`src/rtl/cfg_hdr_pkg.sv`:
```
package cfg_hdr_pkg;

  localparam int SIG_LEN = 13;

  typedef enum logic [3:0] {
    ST_SIG,
    ST_FKEY,
    ST_FLEN,
    ST_FBODY,
    ST_EKEY,
    ST_PLEN,
    ST_PAY,
    ST_DRAIN,
    ST_DONE,
    ST_ERR
  } hdr_state_e;

  typedef enum logic [1:0] {
    ERR_NONE      = 2'd0,
    ERR_SIGNATURE = 2'd1,
    ERR_FIELD_LEN = 2'd2,
    ERR_END_KEY   = 2'd3
  } hdr_err_e;

  // Expected signature byte for position i of the preamble.
  function automatic logic [7:0] sig_byte(input int unsigned i);
    logic [7:0] b;
    if (i == 0) b = 8'h00;
    else if (i == 1) b = 8'h09;
    else if (i <= 9) b = (i % 2 == 0) ? 8'h0F : 8'hF0;
    else if (i == 12) b = 8'h01;
    else b = 8'h00;
    return b;
  endfunction

endpackage

```
`src/rtl/cfg_hdr_beacc.sv`:
```
// Big-endian byte accumulator: full is the value formed by the bytes
// shifted in so far with the present input byte appended as the LSB.
module cfg_hdr_beacc #(
  parameter int W = 16
) (
  input  logic         clk,
  input  logic         rst,
  input  logic         shift,
  input  logic [7:0]   din,
  output logic [W-1:0] full
);
  logic [W-9:0] acc;

  assign full = {acc, din};

  always_ff @(posedge clk) begin
    if (rst) acc <= '0;
    else if (shift) acc <= full[W-9:0];
  end
endmodule

```
`src/rtl/cfg_hdr_seq.sv`:
```
module cfg_hdr_seq
  import cfg_hdr_pkg::*;
#(
  parameter int NUM_FIELDS = 4,
  parameter int FLEN_BYTES = 2,
  parameter int MAX_FIELD  = 256,
  parameter int PLEN_BYTES = 4,
  parameter logic [7:0] END_KEY = 8'h65
) (
  input  logic       clk,
  input  logic       rst,
  input  logic       take,
  input  logic [7:0] din,
  input  logic       out_fire_last,
  output logic       run,
  output logic       pay_load,
  output logic       pay_last,
  output logic       done,
  output logic       err,
  output logic [1:0] err_code
);
  localparam int FLEN_W = 8 * FLEN_BYTES;
  localparam int PLEN_W = 8 * PLEN_BYTES;
  localparam int IDX_MAX = (SIG_LEN > FLEN_BYTES) ?
                           ((SIG_LEN > PLEN_BYTES) ? SIG_LEN : PLEN_BYTES) :
                           ((FLEN_BYTES > PLEN_BYTES) ? FLEN_BYTES : PLEN_BYTES);
  localparam int IDX_W = $clog2(IDX_MAX + 1);
  localparam int FLD_W = $clog2(NUM_FIELDS + 1);

  hdr_state_e        state, state_n;
  hdr_err_e          code, code_n;
  logic [IDX_W-1:0]  idx, idx_n;
  logic [FLD_W-1:0]  fld, fld_n;
  logic [FLEN_W-1:0] body, body_n;
  logic [PLEN_W-1:0] pay_left, pay_left_n;
  logic [FLEN_W-1:0] fl_full;
  logic [PLEN_W-1:0] pl_full;
  logic              last_field;
  logic              fl_too_long;

  cfg_hdr_beacc #(.W(FLEN_W)) u_flen (
    .clk  (clk),
    .rst  (rst),
    .shift(take && state == ST_FLEN),
    .din  (din),
    .full (fl_full)
  );

  cfg_hdr_beacc #(.W(PLEN_W)) u_plen (
    .clk  (clk),
    .rst  (rst),
    .shift(take && state == ST_PLEN),
    .din  (din),
    .full (pl_full)
  );

  assign last_field  = (fld == FLD_W'(NUM_FIELDS - 1));
  assign fl_too_long = ({1'b0, fl_full} >= (FLEN_W + 1)'(MAX_FIELD));

  always_comb begin
    state_n    = state;
    code_n     = code;
    idx_n      = idx;
    fld_n      = fld;
    body_n     = body;
    pay_left_n = pay_left;
    case (state)
      ST_SIG: if (take) begin
        if (din != sig_byte(32'(idx))) begin
          state_n = ST_ERR;
          code_n  = ERR_SIGNATURE;
        end else if (idx == IDX_W'(SIG_LEN - 1)) begin
          idx_n   = '0;
          state_n = ST_FKEY;
        end else begin
          idx_n = idx + 1'b1;
        end
      end
      ST_FKEY: if (take) begin
        idx_n   = '0;
        state_n = ST_FLEN;
      end
      ST_FLEN: if (take) begin
        if (idx == IDX_W'(FLEN_BYTES - 1)) begin
          idx_n = '0;
          if (fl_too_long) begin
            state_n = ST_ERR;
            code_n  = ERR_FIELD_LEN;
          end else if (fl_full == '0) begin
            if (last_field) state_n = ST_EKEY;
            else begin
              fld_n   = fld + 1'b1;
              state_n = ST_FKEY;
            end
          end else begin
            body_n  = fl_full;
            state_n = ST_FBODY;
          end
        end else begin
          idx_n = idx + 1'b1;
        end
      end
      ST_FBODY: if (take) begin
        body_n = body - 1'b1;
        if (body == FLEN_W'(1)) begin
          if (last_field) state_n = ST_EKEY;
          else begin
            fld_n   = fld + 1'b1;
            state_n = ST_FKEY;
          end
        end
      end
      ST_EKEY: if (take) begin
        if (din == END_KEY) begin
          idx_n   = '0;
          state_n = ST_PLEN;
        end else begin
          state_n = ST_ERR;
          code_n  = ERR_END_KEY;
        end
      end
      ST_PLEN: if (take) begin
        if (idx == IDX_W'(PLEN_BYTES - 1)) begin
          idx_n = '0;
          if (pl_full == '0) state_n = ST_DONE;
          else begin
            pay_left_n = pl_full;
            state_n    = ST_PAY;
          end
        end else begin
          idx_n = idx + 1'b1;
        end
      end
      ST_PAY: if (take) begin
        pay_left_n = pay_left - 1'b1;
        if (pay_left == PLEN_W'(1)) state_n = ST_DRAIN;
      end
      ST_DRAIN: if (out_fire_last) state_n = ST_DONE;
      default: ;
    endcase
  end

  always_ff @(posedge clk) begin
    if (rst) begin
      state    <= ST_SIG;
      code     <= ERR_NONE;
      idx      <= '0;
      fld      <= '0;
      body     <= '0;
      pay_left <= '0;
    end else begin
      state    <= state_n;
      code     <= code_n;
      idx      <= idx_n;
      fld      <= fld_n;
      body     <= body_n;
      pay_left <= pay_left_n;
    end
  end

  assign run      = !(state inside {ST_DRAIN, ST_DONE, ST_ERR});
  assign pay_load = take && (state == ST_PAY);
  assign pay_last = (pay_left == PLEN_W'(1));
  assign done     = (state == ST_DONE);
  assign err      = (state == ST_ERR);
  assign err_code = code;
endmodule

```
`src/rtl/cfg_hdr_outreg.sv`:
```
// Single output holding register for payload bytes.
module cfg_hdr_outreg #(
  parameter int DW = 8
) (
  input  logic          clk,
  input  logic          rst,
  input  logic          load,
  input  logic [DW-1:0] din,
  input  logic          lin,
  input  logic          out_ready,
  output logic          out_valid,
  output logic [DW-1:0] out_data,
  output logic          out_last
);
  always_ff @(posedge clk) begin
    if (rst) begin
      out_valid <= 1'b0;
      out_data  <= '0;
      out_last  <= 1'b0;
    end else if (load) begin
      out_valid <= 1'b1;
      out_data  <= din;
      out_last  <= lin;
    end else if (out_ready) begin
      out_valid <= 1'b0;
      out_last  <= 1'b0;
    end
  end
endmodule

```
`src/rtl/cfg_hdr_strip.sv`:
```
module cfg_hdr_strip #(
  parameter int NUM_FIELDS = 4,
  parameter int FLEN_BYTES = 2,
  parameter int MAX_FIELD  = 256,
  parameter int PLEN_BYTES = 4,
  parameter logic [7:0] END_KEY = 8'h65
) (
  input  logic       clk,
  input  logic       rst,
  input  logic [7:0] in_data,
  input  logic       in_valid,
  output logic       in_ready,
  output logic [7:0] out_data,
  output logic       out_valid,
  output logic       out_last,
  input  logic       out_ready,
  output logic       done,
  output logic       err,
  output logic [1:0] err_code
);
  logic run, take, pay_load, pay_last, stall, fire_last;

  assign stall     = out_valid && !out_ready;
  assign in_ready  = run && !stall;
  assign take      = in_valid && in_ready;
  assign fire_last = out_valid && out_ready && out_last;

  cfg_hdr_seq #(
    .NUM_FIELDS(NUM_FIELDS),
    .FLEN_BYTES(FLEN_BYTES),
    .MAX_FIELD (MAX_FIELD),
    .PLEN_BYTES(PLEN_BYTES),
    .END_KEY   (END_KEY)
  ) u_seq (
    .clk          (clk),
    .rst          (rst),
    .take         (take),
    .din          (in_data),
    .out_fire_last(fire_last),
    .run          (run),
    .pay_load     (pay_load),
    .pay_last     (pay_last),
    .done         (done),
    .err          (err),
    .err_code     (err_code)
  );

  cfg_hdr_outreg #(.DW(8)) u_out (
    .clk      (clk),
    .rst      (rst),
    .load     (pay_load),
    .din      (in_data),
    .lin      (pay_last),
    .out_ready(out_ready),
    .out_valid(out_valid),
    .out_data (out_data),
    .out_last (out_last)
  );
endmodule

```
`config.mk`:
```
export PLATFORM = sky130hd
export DESIGN_NAME = cfg_hdr_strip
export DESIGN_NICKNAME = d
export VERILOG_FILES = /design/src/rtl/cfg_hdr_pkg.sv /design/src/rtl/cfg_hdr_beacc.sv /design/src/rtl/cfg_hdr_seq.sv /design/src/rtl/cfg_hdr_outreg.sv /design/src/rtl/cfg_hdr_strip.sv
export SDC_FILE = /design/constraint.sdc
export NUM_CORES = 1
export LEC_CHECK = 0
export BUFFER_PORTS_ARGS = -buffer_cell sky130_fd_sc_hd__buf_2
export CAP_MARGIN = 20
export CORE_MARGIN = 2
export CORE_UTILIZATION = 40
export DETAILED_ROUTE_END_ITERATION = 16
export PLACE_DENSITY = 0.54
export SLEW_MARGIN = 20
export SYNTH_ARGS = -nofsm -noshare
export SYNTH_HDL_FRONTEND = slang
export SYNTH_SLANG_ARGS = --single-unit
```
`constraint.sdc`:
```
create_clock -name clk -period 8.5 [get_ports clk]
set_clock_uncertainty 0.2 [all_clocks]
set_input_delay 0 -clock clk [delete_from_list [all_inputs] [get_ports clk]]
set_output_delay 0 -clock clk [all_outputs]
set_load 0.01 [all_outputs]
```
Yosys cells after proc, flatten, opt, wreduce, memory -nomap -nowiden
Cells that the tools add are included.
{"block": "word_totals", "out_inout_bits": 15, "register_bits": 103, "elab_cells": 153, "in_bits": 12}
{"block": "op_classes", "n_reduce_logical": 29, "addsub": 4, "n_eq_ne": 39, "mux": 68, "n_lt_le_gt_ge": 2}
{"cell": "2-to-1 mux 32 bit", "count": 4}
{"cell": "2-to-1 mux 4 bit", "count": 27}
{"cell": "2-to-1 mux 16 bit", "count": 5}
{"cell": "zero test 32 bit", "count": 2}
{"cell": "one-hot mux 32 bit (2 select lines)", "count": 1}
{"cell": "2-to-1 mux 8 bit", "count": 6}
{"cell": "== test 32 x 1 -> 1 bit (second input constant)", "count": 1}
{"cell": "one-hot mux 16 bit (2 select lines)", "count": 1}
{"cell": "one-hot mux 4 bit (8 select lines)", "count": 1}
{"cell": "subtractor 32 x 1 -> 32 bit (second input constant)", "count": 1}
{"cell": "2-to-1 mux 3 bit", "count": 9}
{"cell": "inequality test 2 x 1 -> 1 bit (second input constant)", "count": 12}
{"cell": "one-hot mux 4 bit (5 select lines)", "count": 1}
{"cell": "inequality test 2 bit (second input constant)", "count": 9}
{"cell": "== test 16 x 1 -> 1 bit (second input constant)", "count": 1}
{"cell": "== test 4 x 3 -> 1 bit (second input constant)", "count": 4}
{"cell": "greater-or-equal comparator 16 x 9 -> 1 bit (second input constant)", "count": 1}
{"cell": "zero test 16 bit", "count": 1}
{"cell": "AND reduction 8 bit", "count": 2}
{"cell": "subtractor 16 x 1 -> 16 bit (second input constant)", "count": 1}
{"cell": "2-to-1 mux 2 bit", "count": 7}
{"cell": "AND reduction 14 bit", "count": 1}
{"cell": "== test 4 x 2 -> 1 bit (second input constant)", "count": 3}
{"cell": "== test 4 bit (second input constant)", "count": 3}
{"cell": "21 further kinds", "count": 38}

Logic depth before layout (Yosys ltp)
{"block": "depth", "ltp_word": 11, "mapped_depth": 9}

By module
From an unflattened synthesis, not the netlist that was laid out.
{"block": "unflattened", "hier_cells": 790, "hier_area_um2": 6092.1}
{"mod": "cfg_hdr_seq", "cells_each": 633, "n_inst": 1, "area_each_um2": 4436.8, "seq_area_each_um2": 1221.2}
{"mod": "cfg_hdr_beacc at u_seq.u_plen", "cells_each": 85, "n_inst": 1, "area_each_um2": 929.6, "seq_area_each_um2": 480.5}
{"mod": "cfg_hdr_outreg", "cells_each": 34, "n_inst": 1, "area_each_um2": 354.1, "seq_area_each_um2": 200.2}
{"mod": "cfg_hdr_beacc at u_seq.u_flen", "cells_each": 34, "n_inst": 1, "area_each_um2": 345.3, "seq_area_each_um2": 160.2}
{"mod": "cfg_hdr_strip", "cells_each": 4, "n_inst": 1, "area_each_um2": 26.3, "seq_area_each_um2": 0.0}

Worst setup path before layout
OpenSTA, ideal clock, no wires.
{"block": "synth_path", "kind": "register to register", "startpoint": "register u_seq.idx[0]", "endpoint": "register u_seq.state[1]", "path_slack_ns": 5.663, "setup_ns": 0.121, "t_arrival_ns": 2.516, "path_stages_with_launch": 9, "period_less_slack_ns": 2.837, "cell_sequence": "dfxtp_1 > inv_1 > ha_1 > or2_2 > a221oi_1 > mux2_2 > o211a_1 > a211o_4 > mux2_4"}
{"block": "synth_between", "elab_chain_cells": 11}
{"element": "start: declaration", "line_no": "cfg_hdr_seq.sv:32", "source": "logic [IDX_W-1:0] idx, idx_n;"}
{"element": "start signal: assignment", "line_no": "cfg_hdr_seq.sv:154", "source": "idx <= idx_n;"}
{"element": "zero test 32 bit / == test 4 bit (equally long branches)", "line_no": "cfg_hdr_pkg.sv:30, cfg_hdr_pkg.sv:31, cfg_hdr_seq.sv:72"}
{"element": "2-to-1 mux 8 bit / 2-to-1 mux 1 bit (equally long branches)", "line_no": "cfg_hdr_pkg.sv:30, cfg_hdr_pkg.sv:31"}
{"element": "2-to-1 mux 8 bit", "line_no": "cfg_hdr_pkg.sv:30", "source": "else if (i <= 9) b = (i % 2 == 0) ? 8'h0F : 8'hF0;"}
{"element": "2-to-1 mux 8 bit", "line_no": "cfg_hdr_pkg.sv:29", "source": "else if (i == 1) b = 8'h09;"}
{"element": "2-to-1 mux 8 bit", "line_no": "cfg_hdr_pkg.sv:28", "source": "if (i == 0) b = 8'h00;"}
{"element": "2-to-1 mux 8 bit", "line_no": "cfg_hdr_seq.sv:68", "source": "ST_SIG: if (take) begin"}
{"element": "2-to-1 mux 8 bit", "line_no": "cfg_hdr_seq.sv:67", "source": "case (state)"}
{"element": "inequality test 8 bit", "line_no": "cfg_hdr_seq.sv:69", "source": "if (din != sig_byte(32'(idx))) begin"}
{"element": "2-to-1 mux 4 bit", "line_no": "cfg_hdr_seq.sv:69"}
{"element": "2-to-1 mux 4 bit", "line_no": "cfg_hdr_seq.sv:68"}
{"element": "one-hot mux 4 bit (8 select lines)", "line_no": "cfg_hdr_seq.sv:67"}
{"element": "end signal: assignment", "line_no": "cfg_hdr_seq.sv:152", "source": "state <= state_n;"}
{"element": "end: declaration", "line_no": "cfg_hdr_seq.sv:30", "source": "hdr_state_e state, state_n;"}
Parallel ways exist; a longest one is shown, timed or not. The select of a mux whose other input is x is not followed.
A chain may end at the register's enable or synchronous reset.

Worst setup path in the final report
{"block": "layout_path", "startpoint": "register u_seq.state[1]", "endpoint": "register u_seq.pay_left[0]"}
{"block": "layout_between", "elab_chain_cells": 7}
{"element": "== test 4 x 3 -> 1 bit / == test 4 bit (equally long branches)", "line_no": "cfg_hdr_seq.sv:161", "source": "assign run = !(state inside {ST_DRAIN, ST_DONE, ST_ERR});"}
{"element": "nonzero test 3 bit", "line_no": "cfg_hdr_seq.sv:161"}
{"element": "zero test 1 bit", "line_no": "cfg_hdr_seq.sv:161"}
{"element": "logical AND 1 bit", "line_no": "cfg_hdr_strip.sv:24", "source": "assign in_ready = run && !stall;"}
{"element": "logical AND 1 bit", "line_no": "cfg_hdr_strip.sv:25", "source": "assign take = in_valid && in_ready;"}
{"element": "inequality test 2 x 1 -> 1 bit (no line)"}
{"element": "AND reduction 5 bit (no line)"}
{"element": "end signal: assignment", "line_no": "cfg_hdr_seq.sv:157", "source": "pay_left <= pay_left_n;"}
{"element": "end: declaration", "line_no": "cfg_hdr_seq.sv:35", "source": "logic [PLEN_W-1:0] pay_left, pay_left_n;"}
Parallel ways exist; a longest one is shown, timed or not.

==> results.toml <==
[yosys]
synthSimpleGateAreaFrac = 0.286
ys_ff_latch = 103
synth_cell_types = 74
synth-async-reset-ratio = 0
postSynthAreaPerCell_sq_um = 7.46
synth_fa_ha_area_frac = 0.0209
synth.top_cells.by_area = "dfxtp_1 34%, nand2_1 9.0%, a21oi_1 8.0%"
synth_top_cell_area_share = 0.344
synth_top_family_by_area = "simple AND/OR/NAND/NOR gates"
postSynthCellCount = 803
synth-xor-area-share = 0.00146
synth_ff_type = "dfxtp_1"
synth_compound_area_frac = 0.267
synth_edf_count = 0
yosysTopAreaCell = "dfxtp_1"
netlist_area_sq_mm = 0.00599
yosysSeqAreaShare = 0.344
muxShareOfSynthArea = 0.0261
synth_fp_nets = 825
synth_warnings = 0

[sta]
setup_violations = 0
slew_headroom = 0.354
fmax_mhz = 285
fin_crit_sh = 0.413
slew_violations = 0
final-hold-violation-count = 0
rsz0062_at_grt = "false"
tightest_slew_ns = 0.969
setup_tns_ns = 0
fin_crit_ns = 3.51

[grt]
grt_pass1_wl_mm = 28.4
grt_pass1_vias = 5309
grt.overflow.total = 0
met2_usage = 0.337
gr-max-usage-layer = "met2"
antenna_found_initial = 0
use_met3 = 0.0283
grt_usage = 0.221
grt_max_degree = 74
grt_util_met1 = 0.326

[floorplan]
io_pins = 27
die_h_um = 126
die_w_um = 126
dieArea_sq_mm = 0.0160
start_util = 0.410
design.core.area_sq_mm = 0.0146
rows = 44

[pwr]
peakVddDrop_mv = 0.104
p_per_area_mw_per_mm2 = 183
total_power_mw = 1.21
p_leak_nw = 2.29

[critical_path]
crit_type = "flop to flop"
required_ns = 8.51
crit_slowest_cell = "and2_1"
max_stage_delay_ns = 0.80
crit_chain = "or3b_1, o2111a_1, and2_1, a31oi_2, buf_4, a221oi_1, nor2_1"
critPathBufInv = 1
start_kind = "flop"
critPathMaxFanout = 33
critical_path_depth = 7
crit_path_end_kind = "flop"
reg2reg_depth = 7
critical_path_arrival_ns = 3.52
path_delay_family = "simple AND/OR/NAND/NOR gates"

[placement]
numPortBuffers = 26
dp.cells = 957
place_area_sq_mm = 0.00613
dp_hpwl_mm = 11.9
gp_congestion = 0.879

[route]
drtIter0Drc = 781
wl_per_cell_um = 17.9
drc = 0
drtPass1Iterations = 5
num_vias = 5855
antenna_left = 0
drt-vias-per-instance = 5.95
totalWireLength_mm = 17.6

[clock_network]
cts_tree = "done"
tritoncts.num_buffers = 9
cts-htree-levels = 3
clk_pin_slew_ns = 0.07
worstSkewPairLatency_ns = 0.35
cts_setup_buffers = 0
clockRootBuffer = "clkbuf_16"
cts_buffer_depth = 2
cts_sinks = 103

[cells_and_area]
stdcell_count = 984
drive_above_1_share = 0.0938
synthToLayoutAreaGrowth_pct = 10.1
num_antenna_cells = 0
finalNetCount = 817
utilization = 0.452
stdcell_area_sq_mm = 0.00659

[outcome]
status = "completed"

[hold_path]
hold_path_class = "input port to flop"
min_path_cells = 5

[flow_run]
drv_cap = 0
-- stage by stage --
stage	hold WS (ns)	setup slack [ns]
2_1_floorplan	-0.0591	5.66
3_3_place_gp	0.157	5.11
3_5_place_dp	0.175	4.98
4_1_cts	0.0825	4.96
5_1_grt	0.172	4.74
6_report	0.105	4.99
-- layout by cell type, fill, tap and decap left out, types with 9 or more instances in the layout --
cell type / instances
nor2_1: 75
a21oi_1: 96
clkbuf_16: 9
dfxtp_1: 103
dlygate4sd3_1: 11
nor3_1: 33
nand4_1: 11
and2_1: 9
nand2_1: 144
nor4_1: 10
mux2i_1: 13
inv_1: 18
o21ai_0: 48
a22oi_1: 10
buf_2: 25
ha_1: 10
nand3_1: 16
-- cell type report --
cell class | count | area, sq um
Clock inverter | 5 | 87.6
Timing Repair Buffer | 41 | 273
Clock buffer | 11 | 243
Fill cell | 1492 | 8000
Inverter | 18 | 67.6
Tap cell | 184 | 230
Multi-Input combinational cell | 622 | 3630
Sequential cell | 103 | 2060
-- final timing paths --
check / startpoint / endpoint / slack (ns)
setup / recovery: u_seq.state[1] / u_seq.pay_left[0] / 4.99
hold / removal: in_valid / u_seq.err_code[0] / 0.11
setup reg to reg: u_seq.state[1] / u_seq.pay_left[0] / 4.99
hold reg to reg: u_out.out_data[2] / u_out.out_data[2] / 0.26
-- power breakdown --
group / internal (mW) / switching [mW] / total (mW)
Combinational: 0.0845 / 0.131 / 0.215
Clock: 0.270 / 0.194 / 0.463
Sequential: 0.494 / 0.0352 / 0.530
Total: 0.849 / 0.359 / 1.21
-- cells in the mapped netlist (4+ instances only) --
| master | instances |
|---|---|
| a22o_1 | 7 |
| and2_1 | 9 |
| o21ai_0 | 48 |
| nand2b_1 | 7 |
| nand3_1 | 18 |
| nor4_1 | 11 |
| a221oi_1 | 5 |
| nor2_1 | 75 |
| o2111ai_1 | 5 |
| nand4_1 | 11 |
| dfxtp_1 | 103 |
| and3_1 | 4 |
| nand2_1 | 144 |
| a21oi_1 | 96 |
| o31ai_1 | 5 |
| buf_2 | 18 |
| o32ai_1 | 6 |
| inv_1 | 18 |
| o41ai_1 | 6 |
| mux2i_1 | 13 |
| clkbuf_1 | 37 |
| nor4_4 | 5 |
| nor3_1 | 34 |
| a31oi_1 | 7 |
| a31o_1 | 5 |
| and4_1 | 4 |
| o211ai_1 | 6 |
| o21a_1 | 7 |
| a22oi_1 | 10 |
| ha_1 | 10 |
| nor3b_1 | 4 |
-- sequential cells by signal, indices dropped and copies added, names as in the netlist --
register	cells
u_out.out_data	8
u_out.out_last	1
u_out.out_valid	1
u_seq.body	16
u_seq.err_code	2
u_seq.fld	3
u_seq.idx	4
u_seq.pay_left	32
u_seq.state	4
u_seq.u_flen.acc	8
u_seq.u_plen.acc	24
-- routing by layer --
layer / vias to the layer above / routed length, um / share of wire
li1: 2896 / - / -
met1: 2798 / 8720 / 0.50
met2: 141 / 7920 / 0.45
met3: 20 / 679 / 0.039
met4: 0 / 274 / 0.016
met5: - / 0 / 0
-- logic make-up (layout without fill, tap and decap cells) --
logic type	Yosys count	count (layout)
compound gates	248	248
xor+xnor	1	1
fa+ha+maj	10	10
buf+inv	78	75
flops	103	103
mux	15	15
simple gates	348	348
-- worst register-to-register path: cells and delay by family (launching register included) --
| family | cells | cell delay, ns |
|---|---|---|
| flops | 1 | 0.75 |
| compound gates | 3 | 0.95 |
| buf+inv | 1 | 0.33 |
| simple gates | 3 | 1.15 |
-- repair_timing --
item / 4_1_cts / 5_1_grt
resized for setup: 0 / 0
endpoints found under the hold margin: 57 / 0
hold buffers: 11 / 0
No activity file was read; power rests on OpenSTA's default activity.
